$ cat config.mk
export PLATFORM = sky130hd
export DESIGN_NAME = mdio_master
export DESIGN_NICKNAME = d
export VERILOG_FILES = /design/src/rtl/mdio_pkg.sv /design/src/rtl/mdio_clk_div.sv /design/src/rtl/mdio_addr_map.sv /design/src/rtl/mdio_seq.sv /design/src/rtl/mdio_master.sv
export SDC_FILE = /design/constraint.sdc
export NUM_CORES = 1
export LEC_CHECK = 0
export ABC_AREA = 1
export CAP_MARGIN = 5
export CORE_ASPECT_RATIO = 1.75
export CORE_MARGIN = 2
export CORE_UTILIZATION = 57
export CTS_CLUSTER_SIZE = 24
export DETAILED_ROUTE_END_ITERATION = 7
export PLACE_DENSITY = 0.8
export SYNTH_ARGS = -nofsm -noshare
export SYNTH_HDL_FRONTEND = slang
export SYNTH_HIERARCHICAL = 1
export SYNTH_SLANG_ARGS = --single-unit
export TNS_END_PERCENT = 1
$ cat constraint.sdc
create_clock -name clk_i -period 2 [get_ports clk_i]
set_input_delay 0.2 -clock clk_i [delete_from_list [all_inputs] [get_ports clk_i]]
set_output_delay 0.2 -clock clk_i [all_outputs]
set_load 0.02 [all_outputs]
$ cat src/rtl/mdio_pkg.sv
package mdio_pkg;
  localparam int PRE_LEN   = 32;
  localparam int ADDR_W    = 5;
  localparam int DATA_W    = 16;
  localparam int TA_POS    = PRE_LEN + 2 + 2 + 2 * ADDR_W;
  localparam int DATA_POS  = TA_POS + 2;
  localparam int FRAME_LEN = DATA_POS + DATA_W;

  typedef enum logic [1:0] {
    OP_WRITE = 2'b01,
    OP_READ  = 2'b10
  } mdio_op_e;

  typedef enum logic [1:0] {
    ST_IDLE,
    ST_ARM,
    ST_SHIFT
  } seq_state_e;
endpackage

$ cat src/rtl/mdio_clk_div.sv
module mdio_clk_div #(
  parameter int HALF_DIV = 100
) (
  input  logic clk_i,
  input  logic rst_ni,
  output logic mdc_o,
  output logic rise_o
);
  localparam int CNT_W = (HALF_DIV > 1) ? $clog2(HALF_DIV) : 1;
  localparam logic [CNT_W-1:0] CNT_MAX = CNT_W'(HALF_DIV - 1);

  logic [CNT_W-1:0] cnt_q;
  logic             wrap;

  assign wrap   = (cnt_q == CNT_MAX);
  assign rise_o = wrap && !mdc_o;

  always_ff @(posedge clk_i or negedge rst_ni) begin
    if (!rst_ni) begin
      cnt_q <= '0;
      mdc_o <= 1'b0;
    end else if (wrap) begin
      cnt_q <= '0;
      mdc_o <= ~mdc_o;
    end else begin
      cnt_q <= cnt_q + 1'b1;
    end
  end
endmodule

$ cat src/rtl/mdio_addr_map.sv
module mdio_addr_map #(
  parameter int PORT_W = 5,
  parameter int ADDR_W = 5
) (
  input  logic [PORT_W-1:0] port_i,
  input  logic              offset_i,
  output logic [ADDR_W-1:0] phy_o
);
  assign phy_o = ADDR_W'(port_i) + ADDR_W'(offset_i);
endmodule

$ cat src/rtl/mdio_seq.sv
module mdio_seq
  import mdio_pkg::*;
(
  input  logic              clk_i,
  input  logic              rst_ni,
  input  logic              tick_i,
  input  logic              start_i,
  input  logic              rd_i,
  input  logic [ADDR_W-1:0] phy_i,
  input  logic [ADDR_W-1:0] reg_i,
  input  logic [DATA_W-1:0] wdata_i,
  input  logic              mdio_i,
  output logic              mdio_o,
  output logic              mdio_oe_o,
  output logic              busy_o,
  output logic              done_o,
  output logic              err_o,
  output logic [DATA_W-1:0] rdata_o
);
  localparam int IDX_W = $clog2(FRAME_LEN);
  localparam logic [IDX_W-1:0] IDX_TA2  = IDX_W'(TA_POS + 1);
  localparam logic [IDX_W-1:0] IDX_TA1  = IDX_W'(TA_POS);
  localparam logic [IDX_W-1:0] IDX_DAT  = IDX_W'(DATA_POS);
  localparam logic [IDX_W-1:0] IDX_LAST = IDX_W'(FRAME_LEN - 1);

  seq_state_e             state_q;
  logic [FRAME_LEN-1:0]   frame_q;
  logic [IDX_W-1:0]       idx_q;
  logic                   rd_q;
  logic                   ta_bad_q;
  logic [DATA_W-1:0]      shift_q;
  logic [IDX_W-1:0]       idx_nxt;
  mdio_op_e               op;

  assign busy_o  = (state_q != ST_IDLE);
  assign idx_nxt = idx_q + 1'b1;
  assign op      = rd_i ? OP_READ : OP_WRITE;

  always_ff @(posedge clk_i or negedge rst_ni) begin
    if (!rst_ni) begin
      state_q   <= ST_IDLE;
      frame_q   <= '0;
      idx_q     <= '0;
      rd_q      <= 1'b0;
      ta_bad_q  <= 1'b0;
      shift_q   <= '0;
      mdio_o    <= 1'b0;
      mdio_oe_o <= 1'b0;
      done_o    <= 1'b0;
      err_o     <= 1'b0;
      rdata_o   <= '0;
    end else begin
      done_o <= 1'b0;
      unique case (state_q)
        ST_IDLE: if (start_i) begin
          frame_q  <= {{PRE_LEN{1'b1}}, 2'b01, op, phy_i, reg_i,
                       rd_i ? 2'b11 : 2'b10, rd_i ? {DATA_W{1'b1}} : wdata_i};
          rd_q     <= rd_i;
          ta_bad_q <= 1'b0;
          state_q  <= ST_ARM;
        end
        ST_ARM: if (tick_i) begin
          mdio_o    <= frame_q[FRAME_LEN-1];
          mdio_oe_o <= 1'b1;
          frame_q   <= frame_q << 1;
          idx_q     <= '0;
          state_q   <= ST_SHIFT;
        end
        ST_SHIFT: if (tick_i) begin
          // sample the bit that the PHY presented during the period now ending
          if (rd_q && idx_q == IDX_TA2) ta_bad_q <= mdio_i;
          if (rd_q && idx_q >= IDX_DAT) shift_q <= {shift_q[DATA_W-2:0], mdio_i};
          if (idx_q == IDX_LAST) begin
            mdio_oe_o <= 1'b0;
            mdio_o    <= 1'b0;
            done_o    <= 1'b1;
            err_o     <= rd_q & ta_bad_q;
            if (rd_q) rdata_o <= {shift_q[DATA_W-2:0], mdio_i};
            state_q   <= ST_IDLE;
          end else begin
            mdio_o    <= frame_q[FRAME_LEN-1];
            mdio_oe_o <= !(rd_q && idx_nxt >= IDX_TA1);
            frame_q   <= frame_q << 1;
            idx_q     <= idx_nxt;
          end
        end
        default: state_q <= ST_IDLE;
      endcase
    end
  end
endmodule

$ cat src/rtl/mdio_master.sv
module mdio_master #(
  parameter int HALF_DIV = 100,
  parameter int PORT_W   = 5
) (
  input  logic              clk_i,
  input  logic              rst_ni,
  input  logic              start_i,
  input  logic              rd_i,
  input  logic [PORT_W-1:0] port_i,
  input  logic              offset_i,
  input  logic [4:0]        reg_i,
  input  logic [15:0]       wdata_i,
  output logic [15:0]       rdata_o,
  output logic              busy_o,
  output logic              done_o,
  output logic              err_o,
  output logic              mdc_o,
  output logic              mdio_o,
  output logic              mdio_oe_o,
  input  logic              mdio_i
);
  import mdio_pkg::*;

  logic              tick;
  logic [ADDR_W-1:0] phy_addr;

  mdio_clk_div #(.HALF_DIV(HALF_DIV)) u_div (
    .clk_i (clk_i),
    .rst_ni(rst_ni),
    .mdc_o (mdc_o),
    .rise_o(tick)
  );

  mdio_addr_map #(.PORT_W(PORT_W), .ADDR_W(ADDR_W)) u_map (
    .port_i  (port_i),
    .offset_i(offset_i),
    .phy_o   (phy_addr)
  );

  mdio_seq u_seq (
    .clk_i    (clk_i),
    .rst_ni   (rst_ni),
    .tick_i   (tick),
    .start_i  (start_i),
    .rd_i     (rd_i),
    .phy_i    (phy_addr),
    .reg_i    (reg_i),
    .wdata_i  (wdata_i),
    .mdio_i   (mdio_i),
    .mdio_o   (mdio_o),
    .mdio_oe_o(mdio_oe_o),
    .busy_o   (busy_o),
    .done_o   (done_o),
    .err_o    (err_o),
    .rdata_o  (rdata_o)
  );
endmodule

Word-level counts from Yosys, hierarchy flattened --
Cells that the tools add are included.
Word-level totals: register bits 117, input bits 32, output and inout port bits 22, logic and storage cells 84
Cells by class: add/subtract/negate cells 3, magnitude comparators 2, eq/ne operators 11, mux-type cells 33, bitwise operators 2, reductions and logical operators 20
Operator list (count):
- 2-to-1 mux 64 bit | 4
- one-hot mux 64 bit (3 select lines) | 1
- 2-to-1 mux 6 bit | 3
- 2-to-1 mux 16 bit | 1
- AND reduction 4 bit | 4
- 2-to-1 mux 1 bit | 13
- == test 6 bit, second input constant | 2
- greater-or-equal comparator 6 bit, second input constant | 2
- one-hot mux 6 bit (2 select lines) | 1
- 2-to-1 mux 2 bit | 5
- AND reduction 3 bit | 3
- inequality test 2 bit, second input constant | 4
- adder 7 x 1 -> 7 bit, second input constant | 1
- == test 7 bit, second input constant | 1
- 2-to-1 mux 7 bit | 1
- adder 6 x 1 -> 6 bit, second input constant | 1
- one-hot mux 1 bit (2 select lines) | 3
- one-hot mux 2 bit (3 select lines) | 1
- nonzero test 2 bit | 3
- adder 5 x 1 -> 5 bit | 1
- AND reduction 5 bit | 1
- logical AND 1 bit | 4
- inequality test 2 x 1 -> 1 bit, second input constant | 2
- nonzero test 3 bit | 1
- 7 further kinds | 8

Longest topological paths before layout --
Gate-level depths: netlist of run 1.
word-level depth 7, depth in mapped cells 14, depth with buffers taken out 12

Hierarchy --
Netlist of run 1, hierarchy kept.
Modules (own cells, without submodules):
- mdio_seq | times used 1, cells each 538, area an instance 4802.1 um^2, sequential area each 2727.6 um^2
- mdio_clk_div | times used 1, cells each 43, area an instance 371.6 um^2, sequential area each 200.2 um^2
- mdio_addr_map | times used 1, cells each 13, area an instance 78.8 um^2, sequential area each 0.0 um^2

Worst setup path before layout of run 1 --
No wires, ideal clock.
kind flip-flop to flip-flop, start point register u_div.cnt_q[0], end point register u_seq.frame_q[22], setup time 0.127 ns, arrival time 1.668 ns, required time 1.873 ns, slack 0.205 ns, stages on the path, launching flop included 15, path buffers 2, clock period less this slack 1.795 ns, path through dfrtp_1 > ha_1 > nand2_1 > inv_1 > nand4_1 > inv_1 > inv_1 > o21ai_2 > nand2_1 > nor2_1 > nand2_2 > buf_6 > buf_4 > nand2_1 > o21ai_0
On the way: longest elaborated chain between the ends 4, elaborated cells on any way between the ends 5, classes of those cells eq/ne (3); reduce/logical (2)
Ends and longest elaborated chain:
- start: declaration | RTL line mdio_clk_div.sv:12 | logic [CNT_W-1:0] cnt_q;
- start signal: assignment | RTL line mdio_clk_div.sv:26 | cnt_q <= cnt_q + 1'b1;
- == test 7 bit (*) | RTL line mdio_clk_div.sv:15 | assign wrap = (cnt_q == CNT_MAX);
- logical AND 1 bit (*) | RTL line mdio_clk_div.sv:16 | assign rise_o = wrap && !mdc_o;
- named net tick | RTL line mdio_master.sv:24 | logic tick;
- inequality test 2 bit (no source line)
- AND reduction 5 bit (no source line) (*)
- end signal: assignment | RTL line mdio_seq.sv:56 | frame_q <= {{PRE_LEN{1'b1}}, 2'b01, op, phy_i, reg_i,
- end signal: assignment | RTL line mdio_seq.sv:65 | frame_q <= frame_q << 1;
- end signal: assignment | RTL line mdio_seq.sv:83 | frame_q <= frame_q << 1;
- end: declaration | RTL line mdio_seq.sv:27 | logic [FRAME_LEN-1:0] frame_q;
Mark *: on every way through the listed nets, which the timed path passes. The rest lies on a longest branch. A chain may end at the register's enable or synchronous reset.

Worst setup path in the final report of run 1 --
start point register u_div.cnt_q[1], end point register u_seq.frame_q[5]
The elaborated chain is that of the path after synthesis.

==> run metrics, run 1 <==
P per Cell Area 835 mW/mm^2; Distinct cells, synth 33; met3 global-route usage 6.39%; CP peak stage delay 0.36 ns; Area growth, synth to finish 31.3%; synth top area cells dfrtp_1 (56%), nand2_1 (9.0%), o21ai_0 (7.2%); Initial Utilization 58.1%; clock buffer depth 2; Synth Area in Simple Gates 17.3%; Most Crowded Layer GR met2; CP Capture Type flip-flop; Worst EP arrival 2.35 ns; fin. max-slew vios 0; Chip Height 131 um; root buf cell clkbuf_16; ANT nets after route 0; vias in the first global route 4217; met2 usage 44.1%; total power 5.76 mW; Via density 5.61; required time worst endpoint 2.30 ns; Reg2Reg Setup Slack -0.05 ns; Seq/Total Area, Yosys 55.7%; failing checks negative setup slack; # setup viols final 9; final setup margin -0.0497 ns; drt drc 0; half-perimeter wire length after placement 7220 um; CP max stage cell dfrtp_1; clock slew at reported path FFs 0.06 ns; Worst-Skew Late Latency 0.40 ns; grt met1 use 26.0%; share of layout cells above drive strength 1 14.8%; first-pass GRT wire length 18800 um; multi-input logic area 0.00202 sq mm; max-capacitance violation count 0; Die Wd 76.6 um; Peak Freq 488 MHz; syn_area_per_cell 8.84 sq um; Num CTS Buffers 17; most instantiated cells after synthesis nand2_1 (126), dfrtp_1 (117), o21ai_0 (76); Post-Synthesis Cells 594; Slew @ Worst Pin 0.592 ns; Peak supply drop 0.814 mV; nets@finish 711; status finished with violations; total gr overflow 0; Synth Flop Type dfrtp_1; number of DRC markers after the initial detailed-route iteration 351; Worst slew margin 60.6%; drt total wl 13000 um; crit path max fanout 10; crit-path cells ha_2 -> nand2_1 -> inv_2 -> nand4_1 -> inv_2 -> inv_4 -> o21ai_4 -> nand2_2 -> nor2_4 -> buf_4 -> nand2_4 -> clkbuf_16 -> a21oi_1; I/O Pins 54; drt pass-1 iters 6; largest family of logic cells by synthesized area simple AND/OR/NAND/NOR gates; EDFF count, synth 0; largest net degree at the start of global routing 64; Final Hold Fails 0; H-tree levels 4; post-synthesis adder-cell area fraction 2.14%; ant diodes 0; FFs w/ async S/R, synth 100%; CP Launch Type flip-flop; vias after detailed routing 4503; RSZ-0062 raised after global routing true; clk sinks 117; synthesized flop and latch total 117; most frequent cell after synthesis nand2_1; RePlAce Congestion 0.798; WL/cell 16.2 um; final worst-path cycle share 102%; synthesized net count 635; Filler cells 573; Core Area 0.00904 sq mm; Synth Cell Area 0.00525 sq mm; FF/Latch Area 0.00293 sq mm; compound-cell area share of the yosys netlist 14.7%; initial antenna violation count 0; pre-CTS WS 0.0224 ns; Pleak 3.15 nW; cell mode on critical path inv_2; share of the synthesized area in the top cell type 55.7%; total negative slack -0.171 ns; classification of the worst setup path reg -> reg; Synth Warn # 6; Port Buf Inserts 53; mux cell area share after synthesis 1.91%; CTS tree done; clock skew 0.00784 ns; worst hold path class in -> async; floorplan row count 46; die footprint 0.0100 sq mm; min Tclk post-route 2.05 ns; gr usage total 23.8%; cell accounting for the most synthesized area dfrtp_1; Synth Area in XOR/XNOR 0.500%
==> where the power goes <==
group / leakage (nW) / internal (mW) / switching [mW] / total [mW]
Clock: 0.318 / 2.23 / 1.01 / 3.25
Sequential: 1.53 / 2.37 / 0 / 2.37
Combinational: 1.30 / 0.0685 / 0.0717 / 0.140
==> metal layers <==
layer	vias to the layer above	routed length, um
li1	2083	-
met1	2214	4820
met2	177	7350
met3	29	569
met4	0	239
met5	-	0
==> layout by cell type, fill, tap and decap left out, drive strengths merged <==
cell / netlist / layout
nand3: 14 / 14
a22o: 1 / 1
a31oi: 1 / 1
o21bai: 2 / 2
inv: 57 / 57
xnor2: 1 / 1
ha: 9 / 9
xor2: 2 / 2
dfrtp: 117 / 117
clkbuf: 13 / 27
nand4: 5 / 5
clkdlybuf4s50: 0 / 51
buf: 17 / 27
dlygate4sd3: 0 / 1
dlygate4sd2: 0 / 1
nor2: 70 / 70
or2: 1 / 1
nand3b: 1 / 1
nor3: 1 / 1
a21oi: 21 / 21
o22ai: 4 / 4
clkinv: 1 / 5
clkinvlp: 0 / 1
mux2i: 10 / 10
nand2: 129 / 131
bufinv: 0 / 4
o21ai: 117 / 117
==> final timing paths <==
| path | start | endpoint | depth (start not counted) |
|---|---|---|---|
| max reg2reg | u_div/cnt_q[1]$_DFF_PN0_ | u_seq/frame_q[5]$_DFFE_PN0P_ | 13 |
| min | rst_ni | u_seq/idx_q[2]$_DFFE_PN0P_ | 2 |
| max | u_div/cnt_q[1]$_DFF_PN0_ | u_seq/frame_q[5]$_DFFE_PN0P_ | 13 |
| min reg2reg | u_seq/shift_q[3]$_DFFE_PN0P_ | u_seq/shift_q[4]$_DFFE_PN0P_ | 2 |
| max in group asynchronous | rst_ni | u_seq/frame_q[55]$_DFFE_PN0P_ | 3 |
| min in group clk_i | reg_i[3] | u_seq/frame_q[21]$_DFFE_PN0P_ | 3 |
==> flip-flops by register name, indices dropped and copies added, names as in the netlist <==
name,cells
u_seq/state_q,2
u_seq/mdio_o,1
u_div/cnt_q,7
u_seq/frame_q,64
u_seq/idx_q,6
u_seq/shift_q,15
u_seq/ta_bad_q,1
u_seq/rdata_o,16
u_seq/rd_q,1
u_seq/err_o,1
u_div/mdc_o,1
u_seq/done_o,1
u_seq/mdio_oe_o,1
==> critical path: cells and delay by family (launching register included) <==
family                     cells  cell delay [ns]
AOI/OAI and AO/OA              2             0.28
adders and majority gates      1             0.18
buffers and inverters          5             0.61
DFF                            1             0.36
and+or+nand+nor                5             0.52
==> what timing repair did <==
action | 4_1_cts | 5_1_grt
endpoints found under the hold margin | 41 | 0
hold buffers | 1 | 0
setup buffers | 0 | 6
resized for setup | 4 | 30
setup endpoints to repair | 67 | 76
pin swaps | 0 | 4
gates cloned | 0 | 10
==> kinds of logic after synthesis <==
group	Yosys count
xor gates and xnor gates	3
AOI/OAI and AO/OA	146
DFF	117
and+or+nand+nor	221
buffers and inverters	88
adders and majority gates	9
muxes	10
==> cell type report <==
class / instances / area share [%]
sequential: 117 / 42.4
tap: 120 / 2.18
clock buffer: 22 / 7.16
inverter: 58 / 3.19
clock inverter: 9 / 2.14
multi-input combinational: 391 / 29.3
timing repair buffer: 85 / 13.5
==> through the flow <==
| stage | util [%] | hold slack [ns] | instances | instance area (sq um) |
|---|---|---|---|---|
| finish | 76.4 | 0.346 | 802 | 6900 |
| global route | 76.4 | 0.394 | 802 | 6900 |
| CTS | 72.9 | 0.353 | 786 | 6590 |
| detailed placement | 65.7 | 0.242 | 754 | 5940 |
| global placement | 65.7 | 0.231 | 754 | 5940 |
| floorplan | - | -0.0956 | 594 | 5250 |
(Power assumes the default switching activity.)
==> inputs of run 2 (changes only) <==
--- a/config.mk
+++ b/config.mk
@@ -12,6 +12,7 @@
 export CORE_UTILIZATION = 57
 export CTS_CLUSTER_SIZE = 24
 export DETAILED_ROUTE_END_ITERATION = 7
+export MAX_ROUTING_LAYER = met4
 export PLACE_DENSITY = 0.8
 export SYNTH_ARGS = -nofsm -noshare
 export SYNTH_HDL_FRONTEND = slang
==> run 2 against run 1 <==
Net effect:
- the flow still finishes with violations (negative setup slack)
- clock skew increased by 0.0027 ns
- global-route usage increased by 0.72 points
- first-iteration DRC count decreased by 13%
- final cell count decreased by 0.12%
- clock power about the same
- wire length increased by 0.95%
- sequential share of layout area decreased by 0.069 points
- utilization increased by 0.12 points
- cell area increased by 0.16%
- setup slack got worse by 0.064 ns
- register-to-register slack got worse by 0.06 ns
==> run metrics, run 2 (synthesized netlist as in run 1, its figures left out) <==
status finished with violations; failing checks negative setup slack; FF/Latch Area 0.00293 sq mm; root buf cell clkbuf_16; CP Capture Type flip-flop; largest net degree at the start of global routing 64; Pleak 3.15 nW; CP Launch Type flip-flop; Chip Height 131 um; clk sinks 117; clock skew 0.0106 ns; Slew @ Worst Pin 0.596 ns; Port Buf Inserts 53; Sw Share 18.8%; H-tree levels 4; drt pass-1 iters 8; clock buffer depth 2; multi-input logic area 0.00203 sq mm; classification of the worst setup path reg -> reg; switching power 1.08 mW; clock slew at reported path FFs 0.06 ns; ant diodes 0; worst hold path class in -> async; share of layout cells above drive strength 1 14.8%; Seq pwr share 41.2%; WL/cell 16.4 um; total power 5.76 mW; Via density 5.60; Comb power frac 2.4%; Final Hold Fails 0; Die Wd 76.6 um; gr usage total 24.5%; drt total wl 13100 um; fin. max-slew vios 0; nets@finish 710; CTS tree done; number of DRC markers after the initial detailed-route iteration 306; vias in the first global route 4202; Worst-Skew Late Latency 0.41 ns; total negative slack -2.57 ns; Area growth, synth to finish 31.6%; first-pass GRT wire length 18800 um; Final Core Density 76.5%; Peak supply drop 0.811 mV; final worst-path cycle share 106%; initial antenna violation count 0; RSZ-0062 raised after global routing true; Finished Cell Area 0.00691 sq mm; # setup viols final 63; final setup margin -0.114 ns; Worst EP arrival 2.40 ns; Initial Utilization 58.1%; floorplan row count 46; biggest regs u_seq/frame_q: 64 flops, u_seq/rdata_o: 16 flops, u_seq/shift_q: 15 flops; Int Pwr 4.67 mW; die footprint 0.0100 sq mm; drt drc 0; required time worst endpoint 2.29 ns; Clk pwr share 56.4%; most common cell after layout, fill and taps aside nand2_1; Peak Freq 473 MHz; placed inst area 0.00594 sq mm; max-capacitance violation count 0; half-perimeter wire length after placement 7220 um; total gr overflow 0; final hold slack 0.342 ns; ANT nets after route 0; min Tclk post-route 2.11 ns; I/O Pins 54; max reg flops 64; Worst slew margin 60.3%; RePlAce Congestion 0.809; Num CTS Buffers 17; crit path max fanout 5; Core Area 0.00904 sq mm; most frequent cells in the layout nand2_1 (124), dfrtp_1 (117), o21ai_0 (67); Reg with most FFs u_seq/frame_q; P per Cell Area 833 mW/mm^2; Filler cells 564; vias after detailed routing 4488
==> run 2: cell types whose count changed in the layout (fill, tap and decap cells not counted), sizes merged <==
cell	delta
buf	-1
==> run 2: power by group through the flow <==
stage | logic, mW | registers [mW] | clock network (mW)
finish | 0.140 | 2.37 | 3.24
global route | 0.154 | 2.37 | 3.39
CTS | 0.141 | 2.37 | 3.27
detailed placement | 0.139 | 2.41 | 0
global placement | 0.136 | 2.41 | 0
floorplan | 0.0122 | 2.41 | 0
==> run 2: layout make-up <==
cell class | count | area share, %
clock buffer | 22 | 7.15
timing repair buffer | 84 | 13.6
inverter | 58 | 3.19
tap | 120 | 2.17
clock inverter | 9 | 2.14
sequential | 117 | 42.4
multi-input combinational | 391 | 29.4
==> run 2: worst max-delay path: stages, from the launching register on <==
cell,delay [ns]
dfrtp_1,0.36
ha_2,0.19
nand2_2,0.05
inv_2,0.07
nand4_1,0.19
inv_2,0.15
inv_4,0.07
o21ai_4,0.07
nand2_2,0.09
nor2_4,0.14
buf_12,0.14
nand2_8,0.09
clkbuf_16,0.19
nor2_2,0.12
a21oi_2,0.06
==> run 2: through the flow <==
| step | cells | setup slack (ns) |
|---|---|---|
| 2_1_floorplan | 594 | 0.205 |
| 3_3_place_gp | 754 | 0.107 |
| 3_5_place_dp | 754 | 0.0224 |
| 4_1_cts | 786 | -0.000535 |
| 5_1_grt | 801 | -0.214 |
| 6_report | 801 | -0.114 |
==> run 2: worst paths after layout <==
check                           cells after the start                    startpoint                            end  slack [ns]
min in group clk_i                                  3                      reg_i[3]  u_seq/frame_q[21]$_DFFE_PN0P_        0.45
worst min-delay path                                2                        rst_ni     u_seq/idx_q[1]$_DFFE_PN0P_        0.34
max in group asynchronous                           3                        rst_ni  u_seq/frame_q[55]$_DFFE_PN0P_        1.01
worst max register to register                     14      u_div/cnt_q[1]$_DFF_PN0_  u_seq/frame_q[10]$_DFFE_PN0P_       -0.11
worst min register to register                      2  u_seq/shift_q[3]$_DFFE_PN0P_   u_seq/shift_q[4]$_DFFE_PN0P_        0.48
worst max-delay path                               14      u_div/cnt_q[1]$_DFF_PN0_  u_seq/frame_q[10]$_DFFE_PN0P_       -0.11
==> run 2: layer usage <==
| metal | track usage (%) | share of wire (%) | vias up |
|---|---|---|---|
| li1 | - | - | 2075 |
| met1 | 26.0 | 38 | 2215 |
| met2 | 44.2 | 56 | 163 |
| met3 | 5.98 | 4.0 | 35 |
| met4 | 9.41 | 2.7 | 0 |
| met5 | - | 0 | - |
==> run 2: what timing repair did <==
action | CTS | global route
hold endpoints to repair | 41 | 0
gates resized for setup | 4 | 36
pin swaps | 0 | 4
setup buffers | 0 | 5
gates cloned | 0 | 10
hold buffers | 1 | 0
endpoints found under the setup margin | 67 | 77
==> inputs of run 3 (changes only) <==
--- a/config.mk
+++ b/config.mk
@@ -10,6 +10,7 @@
 export CORE_ASPECT_RATIO = 1.75
 export CORE_MARGIN = 2
 export CORE_UTILIZATION = 57
+export CTS_CLUSTER_DIAMETER = 50
 export CTS_CLUSTER_SIZE = 24
 export DETAILED_ROUTE_END_ITERATION = 7
 export MAX_ROUTING_LAYER = met4
==> results of run 3 <==
No change in the layout: final DEF, timing and power equal those of run 2.
